## src/rtl/xpx_pkg.sv

```systemverilog
package xpx_pkg;
    localparam int unsigned PAIR_W = 16;
    localparam int unsigned BYTE_W = 8;

    localparam logic [BYTE_W-1:0] OP_RSTV = 8'hCB;
    localparam logic [BYTE_W-1:0] OP_SHLX = 8'hD9;
    localparam logic [BYTE_W-1:0] OP_JNK  = 8'hDD;
    localparam logic [BYTE_W-1:0] OP_LHLX = 8'hED;
    localparam logic [BYTE_W-1:0] OP_JK   = 8'hFD;

    typedef enum logic [3:0] {
        K_NONE, K_NOP, K_PSUB, K_SHR_HL, K_SHL_DE, K_DE_HLO, K_DE_SPO,
        K_ST_HL, K_LD_HL, K_JMP_K, K_JMP_NK, K_RST_V
    } kind_e;

    typedef enum logic [2:0] {
        S_IDLE, S_WR_LO, S_WR_HI, S_RD_LO, S_RD_HI, S_PUSH_HI, S_PUSH_LO
    } state_e;
endpackage

```

## src/rtl/xpx_decode.sv

```systemverilog
module xpx_decode
    import xpx_pkg::*;
(
    input  logic [BYTE_W-1:0] opcode,
    output kind_e             kind
);
    logic [1:0] f_top;
    logic [2:0] f_mid;
    logic [2:0] f_bot;

    always_comb begin
        f_top = opcode[7:6];
        f_mid = opcode[5:3];
        f_bot = opcode[2:0];
        kind  = K_NONE;
        if (f_top == 2'd0 && f_bot == 3'd0) begin
            unique case (f_mid)
                3'd0:    kind = K_NOP;
                3'd1:    kind = K_PSUB;
                3'd2:    kind = K_SHR_HL;
                3'd3:    kind = K_SHL_DE;
                3'd5:    kind = K_DE_HLO;
                3'd7:    kind = K_DE_SPO;
                default: kind = K_NONE;   // mask read / mask set pass through
            endcase
        end else begin
            unique case (opcode)
                OP_RSTV: kind = K_RST_V;
                OP_SHLX: kind = K_ST_HL;
                OP_JNK:  kind = K_JMP_NK;
                OP_LHLX: kind = K_LD_HL;
                OP_JK:   kind = K_JMP_K;
                default: kind = K_NONE;
            endcase
        end
    end
endmodule

```

## src/rtl/xpx_alu.sv

```systemverilog
module xpx_alu
    import xpx_pkg::*;
(
    input  kind_e             kind,
    input  logic [BYTE_W-1:0] imm,
    input  logic [PAIR_W-1:0] bc,
    input  logic [PAIR_W-1:0] de,
    input  logic [PAIR_W-1:0] hl,
    input  logic [PAIR_W-1:0] sp,
    input  logic              c,
    input  logic              v,
    input  logic              k,
    output logic [PAIR_W-1:0] de_n,
    output logic [PAIR_W-1:0] hl_n,
    output logic              c_n,
    output logic              v_n,
    output logic              k_n
);
    logic [PAIR_W:0]   diff;
    logic [PAIR_W-1:0] imm_ext;

    always_comb begin
        diff    = {1'b0, hl} - {1'b0, bc};
        imm_ext = {{(PAIR_W-BYTE_W){1'b0}}, imm};
        de_n = de;
        hl_n = hl;
        c_n  = c;
        v_n  = v;
        k_n  = k;
        unique case (kind)
            K_PSUB: begin
                hl_n = diff[PAIR_W-1:0];
                c_n  = diff[PAIR_W];
                v_n  = (hl[PAIR_W-1] != bc[PAIR_W-1]) &&
                       (diff[PAIR_W-1] != hl[PAIR_W-1]);
                k_n  = v_n ^ diff[PAIR_W-1];
            end
            K_SHR_HL: begin
                hl_n = {hl[PAIR_W-1], hl[PAIR_W-1:1]};
                c_n  = hl[0];
            end
            K_SHL_DE: begin
                de_n = {de[PAIR_W-2:0], 1'b0};
                c_n  = de[PAIR_W-1];
            end
            K_DE_HLO: de_n = hl + imm_ext;
            K_DE_SPO: de_n = sp + imm_ext;
            default: ;
        endcase
    end
endmodule

```

## src/rtl/xpair_exec.sv

```systemverilog
module xpair_exec
    import xpx_pkg::*;
#(
    parameter logic [PAIR_W-1:0] RST_VEC = 16'h0040
) (
    input  logic              clk,
    input  logic              rst_n,
    input  logic              start,
    input  logic [BYTE_W-1:0] opcode,
    input  logic [BYTE_W-1:0] imm_lo,
    input  logic [BYTE_W-1:0] imm_hi,
    input  logic [PAIR_W-1:0] ret_pc,
    input  logic [PAIR_W-1:0] bc_in,
    input  logic [PAIR_W-1:0] de_in,
    input  logic [PAIR_W-1:0] hl_in,
    input  logic [PAIR_W-1:0] sp_in,
    input  logic              c_in,
    input  logic              v_in,
    input  logic              k_in,
    output logic [PAIR_W-1:0] de_out,
    output logic [PAIR_W-1:0] hl_out,
    output logic [PAIR_W-1:0] sp_out,
    output logic              c_out,
    output logic              v_out,
    output logic              k_out,
    output logic              done,
    output logic              hit,
    output logic              br_take,
    output logic [PAIR_W-1:0] br_target,
    output logic              mem_req,
    output logic              mem_we,
    output logic [PAIR_W-1:0] mem_addr,
    output logic [BYTE_W-1:0] mem_wdata,
    input  logic [BYTE_W-1:0] mem_rdata,
    input  logic              mem_ready
);
    localparam logic [PAIR_W-1:0] ONE = PAIR_W'(1);
    localparam logic [PAIR_W-1:0] TWO = PAIR_W'(2);

    kind_e             kind;
    kind_e             last_kind;
    state_e            state, state_nx;
    logic [PAIR_W-1:0] de_a, hl_a;
    logic              c_a, v_a, k_a;
    logic [PAIR_W-1:0] de_q, hl_q, sp_q, ret_q, tgt_q;
    logic              c_q, v_q, k_q, done_q, hit_q, take_q;

    xpx_decode u_dec (.opcode(opcode), .kind(kind));

    xpx_alu u_alu (
        .kind(kind), .imm(imm_lo), .bc(bc_in), .de(de_in), .hl(hl_in), .sp(sp_in),
        .c(c_in), .v(v_in), .k(k_in),
        .de_n(de_a), .hl_n(hl_a), .c_n(c_a), .v_n(v_a), .k_n(k_a)
    );

    // state register
    always_ff @(posedge clk) begin
        if (!rst_n) state <= S_IDLE;
        else        state <= state_nx;
    end

    // next state
    always_comb begin
        state_nx = state;
        unique case (state)
            S_IDLE: if (start) begin
                if (kind == K_ST_HL)              state_nx = S_WR_LO;
                else if (kind == K_LD_HL)         state_nx = S_RD_LO;
                else if (kind == K_RST_V && v_in) state_nx = S_PUSH_HI;
            end
            S_WR_LO:   if (mem_ready) state_nx = S_WR_HI;
            S_WR_HI:   if (mem_ready) state_nx = S_IDLE;
            S_RD_LO:   if (mem_ready) state_nx = S_RD_HI;
            S_RD_HI:   if (mem_ready) state_nx = S_IDLE;
            S_PUSH_HI: if (mem_ready) state_nx = S_PUSH_LO;
            S_PUSH_LO: if (mem_ready) state_nx = S_IDLE;
            default:   state_nx = S_IDLE;
        endcase
    end

    // memory port
    always_comb begin
        mem_req   = 1'b1;
        mem_we    = 1'b1;
        mem_addr  = de_q;
        mem_wdata = hl_q[BYTE_W-1:0];
        unique case (state)
            S_IDLE:    begin mem_req = 1'b0; mem_we = 1'b0; end
            S_WR_LO:   ;
            S_WR_HI:   begin mem_addr = de_q + ONE; mem_wdata = hl_q[PAIR_W-1:BYTE_W]; end
            S_RD_LO:   mem_we = 1'b0;
            S_RD_HI:   begin mem_we = 1'b0; mem_addr = de_q + ONE; end
            S_PUSH_HI: begin mem_addr = sp_q - ONE; mem_wdata = ret_q[PAIR_W-1:BYTE_W]; end
            S_PUSH_LO: begin mem_addr = sp_q - TWO; mem_wdata = ret_q[BYTE_W-1:0]; end
            default:   begin mem_req = 1'b0; mem_we = 1'b0; end
        endcase
    end

    // result registers
    always_ff @(posedge clk) begin
        if (!rst_n) begin
            de_q <= '0; hl_q <= '0; sp_q <= '0; ret_q <= '0; tgt_q <= '0;
            c_q <= 1'b0; v_q <= 1'b0; k_q <= 1'b0;
            done_q <= 1'b0; hit_q <= 1'b0; take_q <= 1'b0;
            last_kind <= K_NONE;
        end else begin
            done_q <= 1'b0;
            unique case (state)
                S_IDLE: if (start) begin
                    last_kind <= kind;
                    hit_q  <= (kind != K_NONE);
                    de_q   <= de_a;
                    hl_q   <= hl_a;
                    sp_q   <= sp_in;
                    c_q    <= c_a;
                    v_q    <= v_a;
                    k_q    <= k_a;
                    ret_q  <= ret_pc;
                    take_q <= 1'b0;
                    tgt_q  <= '0;
                    if (kind == K_JMP_K || kind == K_JMP_NK) begin
                        take_q <= (kind == K_JMP_K) ? k_in : !k_in;
                        tgt_q  <= {imm_hi, imm_lo};
                    end
                    if (!(kind == K_ST_HL || kind == K_LD_HL || (kind == K_RST_V && v_in)))
                        done_q <= 1'b1;
                end
                S_WR_LO, S_RD_LO, S_PUSH_HI: begin
                    if (state == S_RD_LO && mem_ready) hl_q[BYTE_W-1:0] <= mem_rdata;
                end
                S_WR_HI: if (mem_ready) done_q <= 1'b1;
                S_RD_HI: if (mem_ready) begin
                    hl_q[PAIR_W-1:BYTE_W] <= mem_rdata;
                    done_q <= 1'b1;
                end
                S_PUSH_LO: if (mem_ready) begin
                    sp_q   <= sp_q - TWO;
                    take_q <= 1'b1;
                    tgt_q  <= RST_VEC;
                    done_q <= 1'b1;
                end
                default: ;
            endcase
        end
    end

    assign de_out    = de_q;
    assign hl_out    = hl_q;
    assign sp_out    = sp_q;
    assign c_out     = c_q;
    assign v_out     = v_q;
    assign k_out     = k_q;
    assign done      = done_q;
    assign hit       = hit_q;
    assign br_take   = take_q;
    assign br_target = tgt_q;

    // a stalled request holds still
    a_r8_hold_on_stall: assert property (@(posedge clk) disable iff (!rst_n)
        (mem_req && !mem_ready) |=> (mem_req && $stable(mem_addr) && $stable(mem_we) && $stable(mem_wdata)));

    // no memory traffic while idle
    a_r11_idle_quiet: assert property (@(posedge clk) disable iff (!rst_n)
        (state == S_IDLE) |-> !mem_req);

    // the kept sign bit is duplicated into bit 14
    a_r3_sign_kept: assert property (@(posedge clk) disable iff (!rst_n)
        (done && last_kind == K_SHR_HL) |-> (hl_out[PAIR_W-1] == hl_out[PAIR_W-2]));

    // DE shift leaves bit 0 clear
    a_r4_fill_zero: assert property (@(posedge clk) disable iff (!rst_n)
        (done && last_kind == K_SHL_DE) |-> !de_out[0]);

    // jump-on-K follows the (unchanged) K flag
    a_r9_jk_follows_k: assert property (@(posedge clk) disable iff (!rst_n)
        (done && last_kind == K_JMP_K) |-> (br_take == k_out));

    // a taken restart lowers SP by two
    a_r10_sp_drop: assert property (@(posedge clk) disable iff (!rst_n)
        (done && br_take && last_kind == K_RST_V) |-> (sp_out == $past(sp_out) - TWO));
endmodule

```

## config.mk

```make
export PLATFORM = sky130hd
export DESIGN_NAME = xpair_exec
export DESIGN_NICKNAME = d
export VERILOG_FILES = /design/src/rtl/xpx_pkg.sv /design/src/rtl/xpx_decode.sv /design/src/rtl/xpx_alu.sv /design/src/rtl/xpair_exec.sv
export SDC_FILE = /design/constraint.sdc
export NUM_CORES = 1
export LEC_CHECK = 0
export BUFFER_PORTS_ARGS = -buffer_cell sky130_fd_sc_hd__buf_2
export CORE_UTILIZATION = 50
export DETAILED_ROUTE_END_ITERATION = 10
export PLACE_DENSITY_LB_ADDON = 0.15
export SETUP_SLACK_MARGIN = 0.2
export SLEW_MARGIN = 20
export SYNTH_ARGS = -nofsm -noshare
export SYNTH_HDL_FRONTEND = slang
export SYNTH_SLANG_ARGS = --single-unit
export TNS_END_PERCENT = 30
```

## constraint.sdc

```tcl
create_clock -name clk -period 5 [get_ports clk]
set_input_delay 0.75 -clock clk [delete_from_list [all_inputs] [get_ports clk]]
set_output_delay 0.75 -clock clk [all_outputs]
set_load 0.05 [all_outputs]
```

### Yosys cells after proc, flatten, opt, wreduce, memory -nomap -nowiden

Index checks and enable logic that the tools add are counted.

* RAM bits: 0
* latch bits: 0
* bits in read-only memories: 0
* memories kept: 0
* logic and storage cells: 125
* bits in registers: 89
* output and inout bits: 96
* bits of input ports: 119

* order comparisons: 0
* shift-type cells: 0
* mux-type cells: 42
* divide/modulo/power cells: 0
* equal/unequal tests: 37
* reductions and logical operators: 26
* bitwise operators: 1
* multiply operators: 0
* $add $sub $neg: 6

Operators with widths (number)
* 2-to-1 mux 16 bit: 6
* one-hot mux 16 bit (2 select lines): 3
* one-hot mux 16 bit (3 select lines): 2
* == test 8 bit (second input constant): 5
* adder 16 x 8 -> 16 bit: 2
* one-hot mux 8 bit (2 select lines): 2
* 2-to-1 mux 3 bit: 8
* one-hot mux 8 bit (3 select lines): 1
* one-hot mux 4 bit (5 select lines): 1
* one-hot mux 3 bit (6 select lines): 1
* subtractor 16 x 16 -> 17 bit: 1
* adder 16 x 1 -> 16 bit (second input constant): 1
* == test 4 x 3 -> 1 bit (second input constant): 4
* == test 4 bit (second input constant): 4
* 2-to-1 mux 8 bit: 2
* subtractor 16 x 1 -> 16 bit (second input constant): 1
* subtractor 16 x 2 -> 16 bit (second input constant): 1
* == test 3 bit (second input constant): 5
* one-hot mux 3 bit (5 select lines): 1
* != test 2 bit (second input constant): 7
* == test 3 x 2 -> 1 bit (second input constant): 4
* 2-to-1 mux 1 bit: 11
* logical NOT 3 bit: 3
* AND reduction 3 bit: 3
* 21 further kinds: 33

### Longest topological paths before layout

Gate-level depths: netlist of the first run.

* depth after elaboration: 10
* mapped depth: 16
* depth with buffers taken out: 14

### By module

From an unflattened synthesis of the first run, not the netlist that was laid out.

* cell total of the unflattened synthesis: 1048
* area total of the unflattened synthesis: 7458.4 um^2

Modules (own cells, without submodules)
* xpair_exec: seq. area each 1781.7 um^2, area each 5252.5 um^2, times used 1, cells each 722
* xpx_alu: seq. area each 0.0 um^2, area each 2042.0 um^2, times used 1, cells each 300
* xpx_decode: seq. area each 0.0 um^2, area each 163.9 um^2, times used 1, cells each 26

### Worst setup path before layout of the first run

No wires, ideal clock.

* path type: input -> register
* start: input port opcode[2]
* end: register de_q[9], in the netlist de_out[9]
* stages on the path: 15
* setup slack: 0.701 ns
* library setup time: 0.059 ns
* path buffers: 3
* arrival: 4.240 ns
* data required time: 4.941 ns
* cells stage by stage: buf_2 > or3b_1 > a211oi_2 > o2111ai_2 > buf_4 > buf_2 > mux2_2 > ha_1 > o21ai_0 > o21ai_0 > a21o_1 > nand3_1 > xor2_1 > a2111oi_0 > o221a_2

* longest elaborated chain between the ends: 5
* elaborated cells on any way between the ends: 13
* those cells by class: eq/ne (8); mux (3); reduce/logical (2)

RTL lines
* start, declared: line xpair_exec.sv:9 `input logic [BYTE_W-1:0] opcode,`
* == test 8 bit / logical NOT 3 bit (equally long branches): line xpx_decode.sv:27, xpx_decode.sv:16
* one-hot mux 4 bit (5 select lines) / logical AND 1 bit (equally long branches): line xpx_decode.sv:27, xpx_decode.sv:16
* 2-to-1 mux 4 bit *: line xpx_decode.sv:16 `if (f_top == 2'd0 && f_bot == 3'd0) begin`
* == test 4 x 3 -> 1 bit: line xpx_alu.sv:30 `unique case (kind)`
* one-hot mux 16 bit (3 select lines) *: line xpx_alu.sv:30
* end signal, assigned: line xpair_exec.sv:102 `de_q <= '0; hl_q <= '0; sp_q <= '0; ret_q <= '0; tgt_q <= '0;`
* end signal, assigned: line xpair_exec.sv:112 `de_q <= de_a;`
* end, declared: line xpair_exec.sv:45 `logic [PAIR_W-1:0] de_q, hl_q, sp_q, ret_q, tgt_q;`

Every way passes the cells marked *; elsewhere a longest branch is shown, timed or not.
A chain may end at the register's enable or synchronous reset.

### Worst setup path in the final report of the first run

* start: input port opcode[1]
* end: register de_q[14], in the netlist de_out[14]

The elaborated chain is that of the path after synthesis.

==> results of run 1 <==
==> path summary, 6_finish.rpt <==
kind | cells past startpoint | endpoint | from | slack (ns)
max | 14 | de_out[14] | opcode[1] | 0.80
min | 2 | ret_q[7] | ret_q[7] | 0.46
max reg2reg | 7 | sp_out[10] | state[0] | 1.82
min reg2reg | 2 | ret_q[7] | ret_q[7] | 0.46
==> critical path, stage by stage <==
cell and delay (ns):
buf_2 0.18, or3b_1 0.39, a211oi_2 0.36, o2111ai_2 0.30, buf_4 0.32, mux2_2 0.29
ha_1 0.33, nor3_1 0.06, nor2_1 0.39, o21ai_0 0.32, or3_1 0.41, nand3_1 0.09
nand3_1 0.08, a31oi_1 0.20
==> layout by cell type, fill, tap and decap left out, types with 5 or more instances in the layout <==
cell type and count:
nor2_1 119, o21bai_1 5, clkbuf_16 9, xnor2_1 14, nor3_1 19, nand3_1 35
o311ai_0 12, a31oi_1 15, nor2b_1 8, a22oi_1 25, o21ai_0 83, xor2_1 12
nand2_1 127, o21a_1 13, a21o_1 11, dfxtp_1 89, nand2b_1 9, nor3b_1 6
mux2i_1 15, a211oi_1 18, buf_2 214, nand4_1 10, a21oi_1 93, ha_1 28
nor4_1 5, or3_1 8, o22ai_1 22, buf_4 14, and3_1 12, o31ai_1 5
a221oi_1 15, mux2_2 12, o211ai_1 16, inv_1 38
==> cells by family after synthesis <==
kind of cell / synth area share (%)
adder cells (fa/ha/maj): 5.53
XOR/XNOR: 3.07
multiplexers: 3.84
flip-flops: 24.0
buffers and inverters: 5.70
AND/OR/NAND/NOR: 24.4
AO/OA/AOI/OAI: 33.4
==> cell type report <==
cell class	count	area, um^2
Antenna cell	1	2.50
Clock inverter	6	57.6
Clock buffer	10	239
Sequential cell	89	1780
Multi-Input combinational cell	849	5240
Fill cell	1436	5650
Inverter	40	150
Timing Repair Buffer	228	1180
Tap cell	184	230
==> power by group through the flow <==
stage	Combinational, mW	Sequential (mW)	Clock [mW]
global placement	2.49	1.12	0
CTS	2.52	1.11	0.707
floorplan	1.52	1.43	0
global route	2.73	1.14	0.735
detailed placement	2.51	1.12	0
finish	2.55	1.12	0.698
==> cell usage after synthesis (all sizes together), types with 16 or more instances <==
cell type and n:
a22oi 26, inv 39, clkbuf 50, nand3 35, a21oi 95, o211ai 16, nor2 121, buf 17
nor3 22, o22ai 23, o21ai 84, nand2 127, ha 28, a211oi 19, dfxtp 89
==> state kept, by name (all words and copies together) (netlist names), 3 cells and up <==
| name | flops |
|---|---|
| br_target | 16 |
| ret_q | 16 |
| de_out | 16 |
| hl_out | 16 |
| state | 3 |
| sp_out | 16 |
==> metal layers <==
layer | share of wire [%] | wire (um) | vias to the layer above | GRT usage, %
li1 | - | - | 4221 | -
met1 | 44 | 11800 | 4076 | 48.9
met2 | 44 | 11700 | 431 | 51.6
met3 | 11 | 2820 | 32 | 7.60
met4 | 1.8 | 476 | 2 | 10.6
met5 | 0.030 | 8 | - | 0
==> results.sh, run 1 <==
export IMPL_grt_pass1_wl_um=39800
export IMPL_dr_pass1_iters=6
export IMPL_synth_seq_cells=89
export IMPL_coreArea_um2=14500
export IMPL_synth_cells=1045
export IMPL_critPathLaunchType="input pin"
export IMPL_grt_pass1_vias=7166
export IMPL_pwr_share_seq_pct=25.7
export IMPL_dpl_hpwl_um=20600
export IMPL_num_vias=8762
export IMPL_combPwrFrac_pct=58.3
export IMPL_post_cts_repair_setup_buffers=0
export IMPL_preCtsSetupSlack_ns=0.508
export IMPL_cts_tree="built"
export IMPL_detailed_place_area_um2=8570
export IMPL_route_detailed_drc=0
export IMPL_instances_no_fill=1407
export IMPL_grt_max_degree=41
export IMPL_placementRows=44
export IMPL_path_clk_slew_ns=0.07
export IMPL_crit_required_ns=5.29
export IMPL_rsz0062_at_grt="false"
export IMPL_dieArea_um2=15300
export IMPL_drt_iter0_markers=880
export IMPL_syn_nets=1195
export IMPL_fin_crit_ns=4.20
export IMPL_initial_core_util_pct=51.1
export IMPL_hp_class="reg2reg"
export IMPL_area_growth_pct=19.6
export IMPL_cts_made_buffers=9
export IMPL_clkSinkCount=89
export IMPL_cts_hold_buf=0
export IMPL_sw_frac_of_total_pct=56.0
export IMPL_htree_levels=3
export IMPL_syn_area_per_cell_um2=7.10
export IMPL_maxSlewHeadroom_pct=33.7
export IMPL_synth_async_reset_ratio_pct=0
export IMPL_hold_ws_ns=0.461
export IMPL_setup_tns_final_ns=0
export IMPL_yosysTopAreaCell="dfxtp_1"
export IMPL_die_w_um=124
export IMPL_max_clock_path_buffers=2
export IMPL_clkPwrFrac_pct=16.0
export IMPL_antenna_found_initial=2
export IMPL_finalNetCount=1367
export IMPL_viasPerCell=6.23
export IMPL_dp_cells=1390
export IMPL_pin_count=215
export IMPL_pwr_density_cell_nw_per_um2=492
export IMPL_cts_repair_resized=0
export IMPL_fin_util_pct=61.1
export IMPL_grt_usage_pct=34.5
export IMPL_die_h_um=124
export IMPL_worstMarginPinSlew_ns=0.989
export IMPL_crit_type="in2reg"
export IMPL_ant_nets=0
export IMPL_drv_slew=0
export IMPL_p_total_mw=4.37
export IMPL_setup_violations_final=0
export IMPL_fin_worst_skew_ns=0.00685
export IMPL_ir_drop_mv=0.267
export IMPL_finalInstanceArea_um2=8880
export IMPL_clock_tree_root_cell="clkbuf_16"
export IMPL_worst_ep_arrival_time_ns=4.48
export IMPL_internal_power_mw=1.92
export IMPL_synth_distinct_cells=80
export IMPL_drive_above_1_share_pct=23.0
export IMPL_path_max_fanout=18
export IMPL_wl_um=26800
export IMPL_drv_cap=0
export IMPL_p_leak_nw=3.88
export IMPL_syn_area_um2=7420
export IMPL_final_hold_violation_count=0
export IMPL_worst_slack_ns=0.802
export IMPL_io_buffers=214
export IMPL_overflow=0
export IMPL_synth_top_area_share_pct=24.0
export IMPL_p_switching_mw=2.45
export IMPL_ys_seq_area_share_pct=24.0
export IMPL_crit_path_end_kind="register"
export IMPL_fmax_ghz=0.238
export IMPL_clkLatencyLatePin_ns=0.36
export IMPL_synth_edf_count=0
export IMPL_ys_warnings_count=0
export IMPL_min_period_over_period_pct=84.0
export IMPL_place_gp_congestion=0.975
export IMPL_routedWlPerCell_um=19.0
export IMPL_synth_main_ff_cell="dfxtp_1"
export IMPL_status="completed"
export IMPL_synthTopCellsByArea="dfxtp_1 (24%), nand2_1 (6.4%), a21oi_1 (6.3%)"
No activity file was read; power rests on OpenSTA's default activity.
==> run 2: changes to the inputs <==
--- a/config.mk
+++ b/config.mk
@@ -6,7 +6,7 @@
 export NUM_CORES = 1
 export LEC_CHECK = 0
 export BUFFER_PORTS_ARGS = -buffer_cell sky130_fd_sc_hd__buf_2
-export CORE_UTILIZATION = 50
+export CORE_UTILIZATION = 48
 export DETAILED_ROUTE_END_ITERATION = 10
 export PLACE_DENSITY_LB_ADDON = 0.15
 export SETUP_SLACK_MARGIN = 0.2
==> constraint.sdc (replaced) <==
create_clock -name clk -period 3.6 [get_ports clk]
set_input_delay 0.54 -clock clk [delete_from_list [all_inputs] [get_ports clk]]
set_output_delay 0.54 -clock clk [all_outputs]
set_load 0.05 [all_outputs]
==> run 2 against run 1 <==
Against the previous run:
- sequential power grew 38%
- clock skew grew 0.0072 ns
- power grew 46%
- final cell count grew 5.0%
- cell area grew 8.6%
- worst setup slack lost 0.56 ns
- sequential share of layout area shrank 1.6 points
- combinational power grew 49%
- die area grew 4.1%
- via count grew 3.7%
- critical path depth is the same
- first-iteration DRC count shrank 3.6%
- critical path type unchanged
- largest cell class unchanged
- highest routed layer unchanged
==> results.sh, run 2 (synthesis gave the netlist of run 1 again) <==
export IMPL_status="completed"
export IMPL_cts_made_buffers=9
export IMPL_clkPwrFrac_pct=16.0
export IMPL_slowest_delay_ns=0.39
export IMPL_viasPerCell=6.15
export IMPL_clkLatencyLatePin_ns=0.35
export IMPL_hp_class="in2reg"
export IMPL_grt_pass1_wl_um=42600
export IMPL_clkSinkCount=89
export IMPL_preCtsSetupSlack_ns=-0.127
export IMPL_nFillCells=1457
export IMPL_crit_type="in2reg"
export IMPL_wl_um=27700
export IMPL_placementRows=45
export IMPL_fin_crit_ns=3.36
export IMPL_ff2ff_path_depth=9
export IMPL_clock_tree_root_cell="clkbuf_16"
export IMPL_dpl_hpwl_um=21400
export IMPL_pwr_density_cell_nw_per_um2=660
export IMPL_grt_pass1_vias=8016
export IMPL_path_clk_slew_ns=0.07
export IMPL_hp_start="ret_pc[13]"
export IMPL_ir_drop_mv=0.403
export IMPL_hold_depth=3
export IMPL_finalInstanceArea_um2=9640
export IMPL_routedWlPerCell_um=18.7
export IMPL_p_switching_mw=3.46
export IMPL_num_vias=9084
export IMPL_coreArea_um2=15100
export IMPL_pwr_share_seq_pct=24.3
export IMPL_final_common_cell="buf_2"
export IMPL_dr_pass1_iters=6
export IMPL_dieArea_um2=16000
export IMPL_p_leak_nw=4.27
export IMPL_internal_power_mw=2.91
export IMPL_place_gp_congestion=0.977
export IMPL_min_to="ret_q[13]"
export IMPL_path_max_fanout=8
export IMPL_drive_above_1_share_pct=29.0
export IMPL_antenna_found_initial=2
export IMPL_rsz0062_at_grt="true"
export IMPL_drt_iter0_markers=848
export IMPL_setup_tns_final_ns=0
export IMPL_htree_levels=3
export IMPL_final_hold_violation_count=0
export IMPL_crit_top_cell="a211oi_4"
export IMPL_fin_worst_skew_ns=0.0141
export IMPL_grt_usage_pct=34.1
export IMPL_worstMarginPinSlew_ns=1.01
export IMPL_overflow=0
export IMPL_combPwrFrac_pct=59.6
export IMPL_area_growth_pct=29.8
export IMPL_worst_slack_ns=0.239
export IMPL_cp_top_family="compound AO/OA/AOI/OAI gates"
export IMPL_path_cells="buf_8 -> or3b_4 -> a211oi_4 -> o2111ai_4 -> buf_12 -> mux2_4 -> ha_4 -> a211oi_4 -> o21ai_2 -> a21o_1 -> a31o_2 -> a21oi_1 -> a2111oi_2 -> o221a_2"
export IMPL_r2r_end="sp_out[11]"
export IMPL_fin_util_pct=63.6
export IMPL_finalNetCount=1435
export IMPL_io_buffers=214
export IMPL_ant_nets=0
export IMPL_fmax_ghz=0.297
export IMPL_die_w_um=126
export IMPL_drv_cap=0
export IMPL_crit_required_ns=3.84
export IMPL_crit_path_end_kind="register"
export IMPL_initial_core_util_pct=49.0
export IMPL_cts_hold_buf=0
export IMPL_worst_ep_arrival_time_ns=3.60
export IMPL_min_period_over_period_pct=93.4
export IMPL_rrSetupSlack_ns=0.79
export IMPL_max_clock_path_buffers=2
export IMPL_p_total_mw=6.37
export IMPL_route_detailed_drc=0
export IMPL_die_h_um=126
export IMPL_setup_violations_final=0
export IMPL_pin_count=215
export IMPL_maxSlewHeadroom_pct=32.7
export IMPL_cp_num_buf_inv=2
export IMPL_detailed_place_area_um2=9160
export IMPL_cts_tree="built"
export IMPL_drv_slew=0
export IMPL_critPathLaunchType="input pin"
export IMPL_n_antenna_cell=0
export IMPL_grt_max_degree=63
export IMPL_sw_frac_of_total_pct=54.3
export IMPL_timing_rr_start="state[2]"
export IMPL_final_cell_mix="buf_2 (209), nand2_1 (127), nor2_1 (119), a21oi_1 (92), dfxtp_1 (87)"
export IMPL_crit_slowest_cell="or3b_4"
==> run 2: cell count changes in the layout (fill, tap and decap cells not counted), sizes merged <==
cell and delta:
clkinvlp +1, diode -1, inv -2, buf +67, clkinv +1, bufinv +1
==> run 2: metrics by stage <==
stage	hold slack, ns	std cells
finish	0.418	1478
global route	0.419	1478
CTS	0.413	1473
detailed placement	0.449	1456
global placement	0.444	1456
floorplan	0.436	1045
==> run 2: how the worst max path moves through the flow <==
stage	from	end	depth (start not counted)
3_5_place_dp	opcode[4]	de_out[9]	14
5_1_grt	opcode[2]	de_out[14]	14
2_1_floorplan	opcode[2]	de_out[9]	15
6_report	opcode[2]	de_out[9]	14
4_1_cts	sp_out[1]	mem_addr[15]	10
3_3_place_gp	opcode[4]	de_out[9]	14
==> run 2: worst reg2reg max path, delay by kind of cell, from the launching register on <==
kind	cells	cell delay, ns
AOI/OAI and AO/OA	2	0.40
DFF	1	0.69
buffers and inverters	3	0.62
and+or+nand+nor	4	0.97
==> run 2: repair_timing <==
| item | in CTS | in global routing |
|---|---|---|
| resized for setup | 10 | 21 |
| setup buffers | 1 | 5 |
| pin swaps | 5 | 17 |
| setup endpoints to repair | 4 | 11 |
| cloned | 0 | 0 |
==> run 2: cell type report <==
cell class | instances | area (um^2) | share of cell area (%)
multi-input cells | 849 | 5420 | 56.2
flip-flops and latches | 89 | 1780 | 18.5
repair buffers | 296 | 1730 | 17.9
well taps | 188 | 235 | 2.44
clock buffers | 9 | 225 | 2.34
inverters | 40 | 150 | 1.56
clock inverters | 7 | 96.3 | 0.999
==> run 2: power groups by stage <==
| stage | Clock, mW | Sequential [mW] | Combinational (mW) |
|---|---|---|---|
| floorplan | 0 | 1.99 | 2.14 |
| global placement | 0 | 1.54 | 3.62 |
| detailed placement | 0 | 1.54 | 3.65 |
| CTS | 1.03 | 1.52 | 3.69 |
| global route | 1.07 | 1.57 | 4.03 |
| finish | 1.02 | 1.55 | 3.80 |
==> run 2: per-layer routing <==
layer  track usage [%]  up-vias  wire length, um
met5                 0        -                8
met1              46.6     4165            12000
li1                  -     4368                -
met4              14.2        2             1050
met2              52.9      476            12100
met3              6.20       73             2530
